### config.mk
export PLATFORM = sky130hd
export DESIGN_NAME = rbank_top
export DESIGN_NICKNAME = d
export VERILOG_FILES = /design/src/rtl/rbank_pkg.sv /design/src/rtl/rbank_live.sv /design/src/rtl/rbank_shadow.sv /design/src/rtl/rbank_rdmux.sv /design/src/rtl/rbank_top.sv
export SDC_FILE = /design/constraint.sdc
export NUM_CORES = 1
export LEC_CHECK = 0
export ABC_CLOCK_PERIOD_IN_PS = 2800
export BUFFER_PORTS_ARGS = -buffer_cell sky130_fd_sc_hd__clkbuf_2
export CORE_MARGIN = 3
export CORE_UTILIZATION = 45
export DETAILED_ROUTE_END_ITERATION = 8
export HOLD_SLACK_MARGIN = 0.05
export PLACE_DENSITY = 0.76
export SKIP_CTS_REPAIR_TIMING = 1
export SLEW_MARGIN = 20
export SYNTH_ARGS = -nofsm -noshare
export SYNTH_HDL_FRONTEND = slang
export SYNTH_SLANG_ARGS = --single-unit
### constraint.sdc
create_clock -name clk_i -period 2.8 [get_ports clk_i]
set_input_delay 0.28 -clock clk_i [delete_from_list [all_inputs] [get_ports clk_i]]
set_output_delay 0.28 -clock clk_i [all_outputs]
set_load 0.02 [all_outputs]
### src/rtl/rbank_pkg.sv
package rbank_pkg;
  localparam int BYTE_W = 8;
  localparam int DATA_W = 2 * BYTE_W;
  localparam int NUM_CH = 2;
  localparam int ADDR_W = 4;
  localparam int CH_W   = (NUM_CH > 1) ? $clog2(NUM_CH) : 1;

  localparam logic [ADDR_W-1:0] ID_ADDR  = 4'hA;
  localparam logic [ADDR_W-1:0] RES_BASE = 4'hC;

  typedef logic [BYTE_W-1:0] byte_t;
  typedef logic [DATA_W-1:0] res_t;

  // low byte of channel ch; high byte sits at the next address
  function automatic logic [ADDR_W-1:0] lo_addr(input int ch);
    return RES_BASE + ADDR_W'(2 * ch);
  endfunction
endpackage

### src/rtl/rbank_live.sv
module rbank_live
  import rbank_pkg::*;
(
  input  logic                   clk_i,
  input  logic                   rst_ni,
  input  logic                   load_i,
  input  res_t [NUM_CH-1:0]      res_i,
  output res_t [NUM_CH-1:0]      live_o
);
  for (genvar c = 0; c < NUM_CH; c++) begin : g_ch
    always_ff @(posedge clk_i or negedge rst_ni) begin
      if (!rst_ni)     live_o[c] <= '0;
      else if (load_i) live_o[c] <= res_i[c];
    end
  end
endmodule

### src/rtl/rbank_shadow.sv
module rbank_shadow
  import rbank_pkg::*;
(
  input  logic                   clk_i,
  input  logic                   rst_ni,
  input  logic [NUM_CH-1:0]      load_i,
  input  byte_t [NUM_CH-1:0]     hi_i,
  output byte_t [NUM_CH-1:0]     shadow_o
);
  for (genvar c = 0; c < NUM_CH; c++) begin : g_ch
    always_ff @(posedge clk_i or negedge rst_ni) begin
      if (!rst_ni)        shadow_o[c] <= '0;
      else if (load_i[c]) shadow_o[c] <= hi_i[c];
    end
  end
endmodule

### src/rtl/rbank_rdmux.sv
module rbank_rdmux
  import rbank_pkg::*;
#(
  parameter logic [3:0] PART_ID = 4'h5,
  parameter logic [3:0] REV_ID  = 4'h0
) (
  input  logic                   clk_i,
  input  logic                   rst_ni,
  input  logic                   rd_en_i,
  input  logic                   word_rd_i,
  input  logic [ADDR_W-1:0]      rd_addr_i,
  input  byte_t [NUM_CH-1:0]     live_lo_i,
  input  byte_t [NUM_CH-1:0]     shadow_i,
  output logic [NUM_CH-1:0]      sh_load_o,
  output logic                   word_busy_o,
  output byte_t                  rd_data_o,
  output logic                   rd_valid_o
);
  localparam byte_t ID_BYTE = {PART_ID, REV_ID};

  logic              busy_q;
  logic [CH_W-1:0]   wch_q, wch_d;
  logic              eff_en;
  logic [ADDR_W-1:0] eff_addr;
  logic [NUM_CH-1:0] hit_lo, hit_hi;
  logic              hit_id, word_start;
  byte_t             data_d;

  // second word beat overrides the host port
  always_comb begin
    if (busy_q) begin
      eff_en   = 1'b1;
      eff_addr = lo_addr(int'(wch_q)) + ADDR_W'(1);
    end else begin
      eff_en   = rd_en_i;
      eff_addr = rd_addr_i;
    end
  end

  for (genvar c = 0; c < NUM_CH; c++) begin : g_dec
    assign hit_lo[c] = eff_en && (eff_addr == lo_addr(c));
    assign hit_hi[c] = eff_en && (eff_addr == lo_addr(c) + ADDR_W'(1));
  end
  assign hit_id    = eff_en && (eff_addr == ID_ADDR);
  assign sh_load_o = hit_lo;

  assign word_start = !busy_q && word_rd_i && (|hit_lo);

  always_comb begin
    wch_d = '0;
    for (int c = 0; c < NUM_CH; c++)
      if (hit_lo[c]) wch_d = CH_W'(c);
  end

  always_comb begin
    data_d = '0;
    if (hit_id) data_d = ID_BYTE;
    for (int c = 0; c < NUM_CH; c++) begin
      if (hit_lo[c]) data_d = live_lo_i[c];
      if (hit_hi[c]) data_d = shadow_i[c];
    end
  end

  always_ff @(posedge clk_i or negedge rst_ni) begin
    if (!rst_ni) begin
      busy_q     <= 1'b0;
      wch_q      <= '0;
      rd_data_o  <= '0;
      rd_valid_o <= 1'b0;
    end else begin
      busy_q     <= word_start;
      if (word_start) wch_q <= wch_d;
      rd_data_o  <= data_d;
      rd_valid_o <= eff_en;
    end
  end

  assign word_busy_o = busy_q;
endmodule

### src/rtl/rbank_top.sv
module rbank_top
  import rbank_pkg::*;
#(
  parameter logic [3:0] PART_ID = 4'h5,
  parameter logic [3:0] REV_ID  = 4'h0
) (
  input  logic        clk_i,
  input  logic        rst_ni,
  input  logic [15:0] ch0_res_i,
  input  logic [15:0] ch1_res_i,
  input  logic        conv_done_i,
  input  logic [3:0]  rd_addr_i,
  input  logic        rd_en_i,
  input  logic        word_rd_i,
  output logic [7:0]  rd_data_o,
  output logic        rd_valid_o
);
  res_t  [NUM_CH-1:0] res_in, live_q;
  byte_t [NUM_CH-1:0] live_lo, live_hi, shadow_q;
  logic  [NUM_CH-1:0] sh_load;
  logic               word_busy;

  assign res_in = {ch1_res_i, ch0_res_i};

  for (genvar c = 0; c < NUM_CH; c++) begin : g_split
    assign live_lo[c] = live_q[c][BYTE_W-1:0];
    assign live_hi[c] = live_q[c][DATA_W-1:BYTE_W];
  end

  rbank_live u_live (
    .clk_i  (clk_i),
    .rst_ni (rst_ni),
    .load_i (conv_done_i),
    .res_i  (res_in),
    .live_o (live_q)
  );

  rbank_shadow u_shadow (
    .clk_i    (clk_i),
    .rst_ni   (rst_ni),
    .load_i   (sh_load),
    .hi_i     (live_hi),
    .shadow_o (shadow_q)
  );

  rbank_rdmux #(
    .PART_ID (PART_ID),
    .REV_ID  (REV_ID)
  ) u_rdmux (
    .clk_i       (clk_i),
    .rst_ni      (rst_ni),
    .rd_en_i     (rd_en_i),
    .word_rd_i   (word_rd_i),
    .rd_addr_i   (rd_addr_i),
    .live_lo_i   (live_lo),
    .shadow_i    (shadow_q),
    .sh_load_o   (sh_load),
    .word_busy_o (word_busy),
    .rd_data_o   (rd_data_o),
    .rd_valid_o  (rd_valid_o)
  );
endmodule

[Word-level counts from Yosys, hierarchy flattened]
Index checks and enable logic that the tools add are counted.
Operators by class
  $add $sub $neg: 2
  muxes and demuxes: 8
  eq/ne operators: 5
  reductions and logical operators: 9
Operators with widths (count)
  8-bit two-way mux: 4
  4-bit == test, second input constant: 5
  1-bit logical AND: 7
  7-bit two-way mux: 1
  3-bit by 3-bit adder with 4-bit output, first input constant: 1
  4-bit by 1-bit adder with 4-bit output, second input constant: 1
  4-bit two-way mux: 1
  1-bit two-way mux: 2
  2-bit OR reduction: 1
  1-bit logical NOT: 1
Storage, ports and cells
  input bits: 41
  flip-flop bits (word level): 59
  logic and storage cells: 32

[Depth between registers and ports, before layout]
  depth after elaboration: 10
  depth in mapped cells: 4
  gate-level depth less buffers: 3

[Cells and area by module]
From an unflattened synthesis, not the netlist that was laid out.
Unflattened totals
  cells, all modules: 175
  area, all modules: 2701.3 um^2
By module, submodules not included
  rbank_live: cells each 68, sequential area each 800.8 um^2, area each 1345.0 um^2, instances 1
  rbank_rdmux: cells each 73, sequential area each 275.3 um^2, area each 693.2 um^2, instances 1
  rbank_shadow: cells each 34, sequential area each 400.4 um^2, area each 663.1 um^2, instances 1

[Least setup slack after synthesis]
OpenSTA, ideal clock, no wires.
  path kind: flip-flop to flip-flop
  start: register u_rdmux.busy_q (netlist: u_rdmux.word_busy_o)
  end: register u_shadow.shadow_o[10] in the netlist's numbering
  clock period less this slack: 1423 ps
  path slack: 1377 ps
  cell stages (with the launch flop): 5
  buffers on the path: 1
  data arrival time: 1298 ps
  path through: dfrtp_1 -> and4bb_1 -> nor2b_1 -> buf_2 -> mux2_2
On the way
  longest elaborated chain between the ends: 3
  elaborated cells between the ends (all ways): 4
  those cells by class: eq/ne: 1; mux: 2; reduce/logical: 1
Ends and longest elaborated chain
  start, declared: RTL line rbank_rdmux.sv:21  | logic busy_q;
  start signal, assigned: RTL line rbank_rdmux.sv:71  | busy_q <= word_start;
  4-bit two-way mux: RTL line rbank_rdmux.sv:31  | if (busy_q) begin
  4-bit == test: RTL line rbank_rdmux.sv:41  | assign hit_lo[c] = eff_en && (eff_addr == lo_addr(c));
  1-bit logical AND (*): RTL line rbank_rdmux.sv:41
  end signal, assigned by index: RTL line rbank_shadow.sv:13  | else if (load_i[c]) shadow_o[c] <= hi_i[c];
  end, declared: RTL line rbank_shadow.sv:8  | output byte_t [NUM_CH-1:0] shadow_o
Mark *: on every way between the ends. The rest lies on a longest branch, timed or not.
A chain may end at the register's enable or synchronous reset.

[Worst setup path after layout]
  start: register u_rdmux.busy_q (netlist: u_rdmux.word_busy_o)
  end: register u_shadow.shadow_o[13] in the netlist's numbering
The elaborated chain is that of the path after synthesis.

==> run summary <==
STA
--------------------------------------------------------------------------------
Setup repair after global routing missed its margin ...............           no
Clock tree skew after final layout ................................   0.00494 ns
Aggregate negative setup slack ....................................         0 ns
Fraction of the cycle the final worst path needs ..................        0.712
Setup slack after layout ..........................................     0.805 ns
Minimum clock period after layout .................................      1.99 ns
Total of endpoints with negative setup slack in the final report ..            0
Worst max-slew margin expressed relative to the limit .............        0.454
Top achievable clock speed ........................................      501 MHz
Measured slew at the worst slew-check pin .........................     0.819 ns
Final hold violation count ........................................            0
Final Slew Violations .............................................            0
Final-layout worst hold slack .....................................     0.187 ns

FLOORPLANNING
--------------------------------------------------------------------------------
Number of core rows ...............................................           25
Die W .............................................................      79.1 µm
Area of the die ...................................................  0.00625 mm²
Die H .............................................................      79.1 µm
Initial standard-cell utilization of the core .....................        0.486
Area of the core ..................................................  0.00494 mm²
Count of boundary I/O pins ........................................           50

WORST HOLD PATH
--------------------------------------------------------------------------------
Class of the worst hold path ......................................    in -> reg

CLOCK TREE
--------------------------------------------------------------------------------
Total CTS buffers .................................................            9
Clk_lat worst skew ................................................      0.32 ns
TritonCTS clock tree ..............................................          yes
Maximum clock insertion buffer count ..............................            2
Clk pin slew, worst setup/hold paths ..............................      0.06 ns
Clock root buffer ................................................. sky130_fd_sc_hd__clkbuf_8
CTS Sinks .........................................................           59
Htree depth .......................................................            3

PLACED DESIGN
--------------------------------------------------------------------------------
Post-Place Cells ..................................................          269
Input/output buffers ..............................................           49
Routability-driven placement congestion ratio .....................        0.798
Pre-CTS WS ........................................................     0.836 ns
Detail Placement HPWL .............................................      3110 µm

FLOW RUN
--------------------------------------------------------------------------------
Number of max-cap violations ......................................            0

STATUS
--------------------------------------------------------------------------------
Run status ........................................................ finished, final reports clean

GLOBAL ROUTE
--------------------------------------------------------------------------------
Grt ovf ...........................................................            0
Global-route usage over all layers ................................        0.155
Number of antenna violations at the first check in global routing .            0
Largest net degree at the start of global routing .................           33
Vias in the first global route ....................................         1478
Wire length of the first global-routing pass ......................      7210 µm

DRT
--------------------------------------------------------------------------------
Sum of routed wire length over all layers .........................      4370 µm
Initial DRC count .................................................           52
Vias ..............................................................         1476
Antenna Violating Nets Remaining ..................................            0
Routed length per instance ........................................      15.4 µm
Routed via count divided by cell count ............................         5.22
Residual DRC count ................................................            0
1st-pass router iterations ........................................            4

LOGIC SYNTHESIS
--------------------------------------------------------------------------------
Register area share after synthesis ...............................        0.615
Synthesized cell area .............................................  0.00240 mm²
Instance count of the mapped netlist ..............................          158
Total of flip-flops plus latches after synthesis ..................           59
Count of cell types in the netlist ................................           22
Post-synth net total ..............................................          199
Yosys Warn Count ..................................................            0
Post-Syn Area per Cell ............................................     15.2 µm²

POWER
--------------------------------------------------------------------------------
PwrDens ...........................................................   660 mW/mm²
Maximum VDD drop ..................................................     0.416 mV
Standby leakage power .............................................   0.00135 µW

LAYOUT
--------------------------------------------------------------------------------
Share of layout cells above drive strength 1 ......................        0.556
Number of diodes added for antenna fixing .........................            0
Area added between synthesis and finish ...........................        19.4%
Non-filler cells in the finished layout ...........................          283
Number of nets in the layout ......................................          255

SETUP PATH
--------------------------------------------------------------------------------
Startpoint-to-endpoint class of the critical path .................   reg -> reg
Critical Path RT ..................................................      3.01 ns
Kind of end point of the critical path ............................     register
Kind of launch point of the worst setup path ......................     register
Data arrival time of the critical path ............................      2.20 ns
CP Max Fanout .....................................................           11

-- where the power goes --
part | switching, µW | total, µW | internal, µW | leakage [µW]
combinational | 96.8 | 248 | 151 | 0.000559
sequential | 59.4 | 1030 | 973 | 0.000718
clock | 282 | 614 | 331 | 0.0000754
-- final timing paths --
kind	start	slack (ns)	to	depth (start not counted)
max	u_rdmux.word_busy_o	0.81	u_shadow.shadow_o[13]	4
min	ch1_res_i[14]	0.19	u_live.live_o[30]	2
max reg2reg	u_rdmux.word_busy_o	0.81	u_shadow.shadow_o[13]	4
min reg2reg	u_shadow.shadow_o[1]	0.50	u_shadow.shadow_o[1]	1
max in group asynchronous	rst_ni	1.66	u_shadow.shadow_o[5]	3
min in group asynchronous	rst_ni	0.44	u_rdmux.rd_data_o[2]	2
-- layout make-up --
| cell class | count | area, µm² |
|---|---|---|
| Timing Repair Buffer | 53 | 278 |
| Tap cell | 67 | 83.8 |
| Fill cell | 430 | 2070 |
| Multi-Input combinational cell | 91 | 882 |
| Clock buffer | 13 | 149 |
| Sequential cell | 59 | 1480 |
-- sequential cells by signal, summed over array words and instances, names as in the netlist --
name	flops
u_shadow.shadow_o	16
u_rdmux.wch_q	1
u_live.live_o	32
u_rdmux.rd_valid_o	1
u_rdmux.rd_data_o	8
u_rdmux.word_busy_o	1
-- cell usage in the layout (no fill, tap or decap), drive strengths merged --
| master | count |
|---|---|
| a21oi | 2 |
| a2bb2oi | 6 |
| a41o | 1 |
| a41oi | 1 |
| and3 | 1 |
| and4bb | 1 |
| buf | 3 |
| clkbuf | 62 |
| dfrtp | 59 |
| dlygate4sd3 | 1 |
| mux2 | 56 |
| mux2i | 2 |
| nand2 | 2 |
| nand3 | 6 |
| nand3b | 1 |
| nor2b | 1 |
| o21ai | 8 |
| o22ai | 2 |
| or2 | 1 |
-- cell families (layout without fill, tap and decap cells) --
| group | after synthesis | after routing | synth area share |
|---|---|---|---|
| buffers and inverters | 8 | 66 | 0.0182 |
| AND/OR/NAND/NOR | 13 | 13 | 0.0391 |
| flip-flops | 59 | 59 | 0.615 |
| AO/OA/AOI/OAI | 20 | 20 | 0.0557 |
| multiplexers | 58 | 58 | 0.272 |
-- cell usage after synthesis, drive strengths merged --
master	number	area share
or2	1	0.0026
buf	7	0.017
a21oi	2	0.0042
and4bb	1	0.0052
a2bb2oi	6	0.022
nand2	2	0.0031
mux2	56	0.26
a41o	1	0.0042
o22ai	2	0.0052
mux2i	2	0.0083
a41oi	1	0.0036
dfrtp	59	0.61
nand3	6	0.013
nand3b	1	0.0083
and3	1	0.0047
nor2b	1	0.0026
o21ai	8	0.017
clkbuf	1	0.0016
-- per-layer routing --
layer	vias to the layer above	wire, µm	global-route usage
li1	694	-	-
met1	728	2110	0.218
met2	46	1930	0.215
met3	8	255	0.0499
met4	0	70	0.0790
met5	-	0	0
-- stage by stage --
stage,total power [µW],utilization,area [µm²]
after floorplan,1200,-,2400
after global placement,1290,0.548,2710
after detailed placement,1300,0.548,2710
after CTS,1920,0.578,2860
after global routing,2000,0.581,2870
final,1890,0.581,2870
-- worst max-delay path, cell delays in order (launching register included) --
cell and delay [ns]:
sky130_fd_sc_hd__dfrtp_1 0.41, sky130_fd_sc_hd__and4bb_1 0.26, sky130_fd_sc_hd__buf_4 0.18, sky130_fd_sc_hd__nor2b_1 0.62
sky130_fd_sc_hd__mux2_2 0.40
Note: power is estimated with default switching activity, not from simulation.
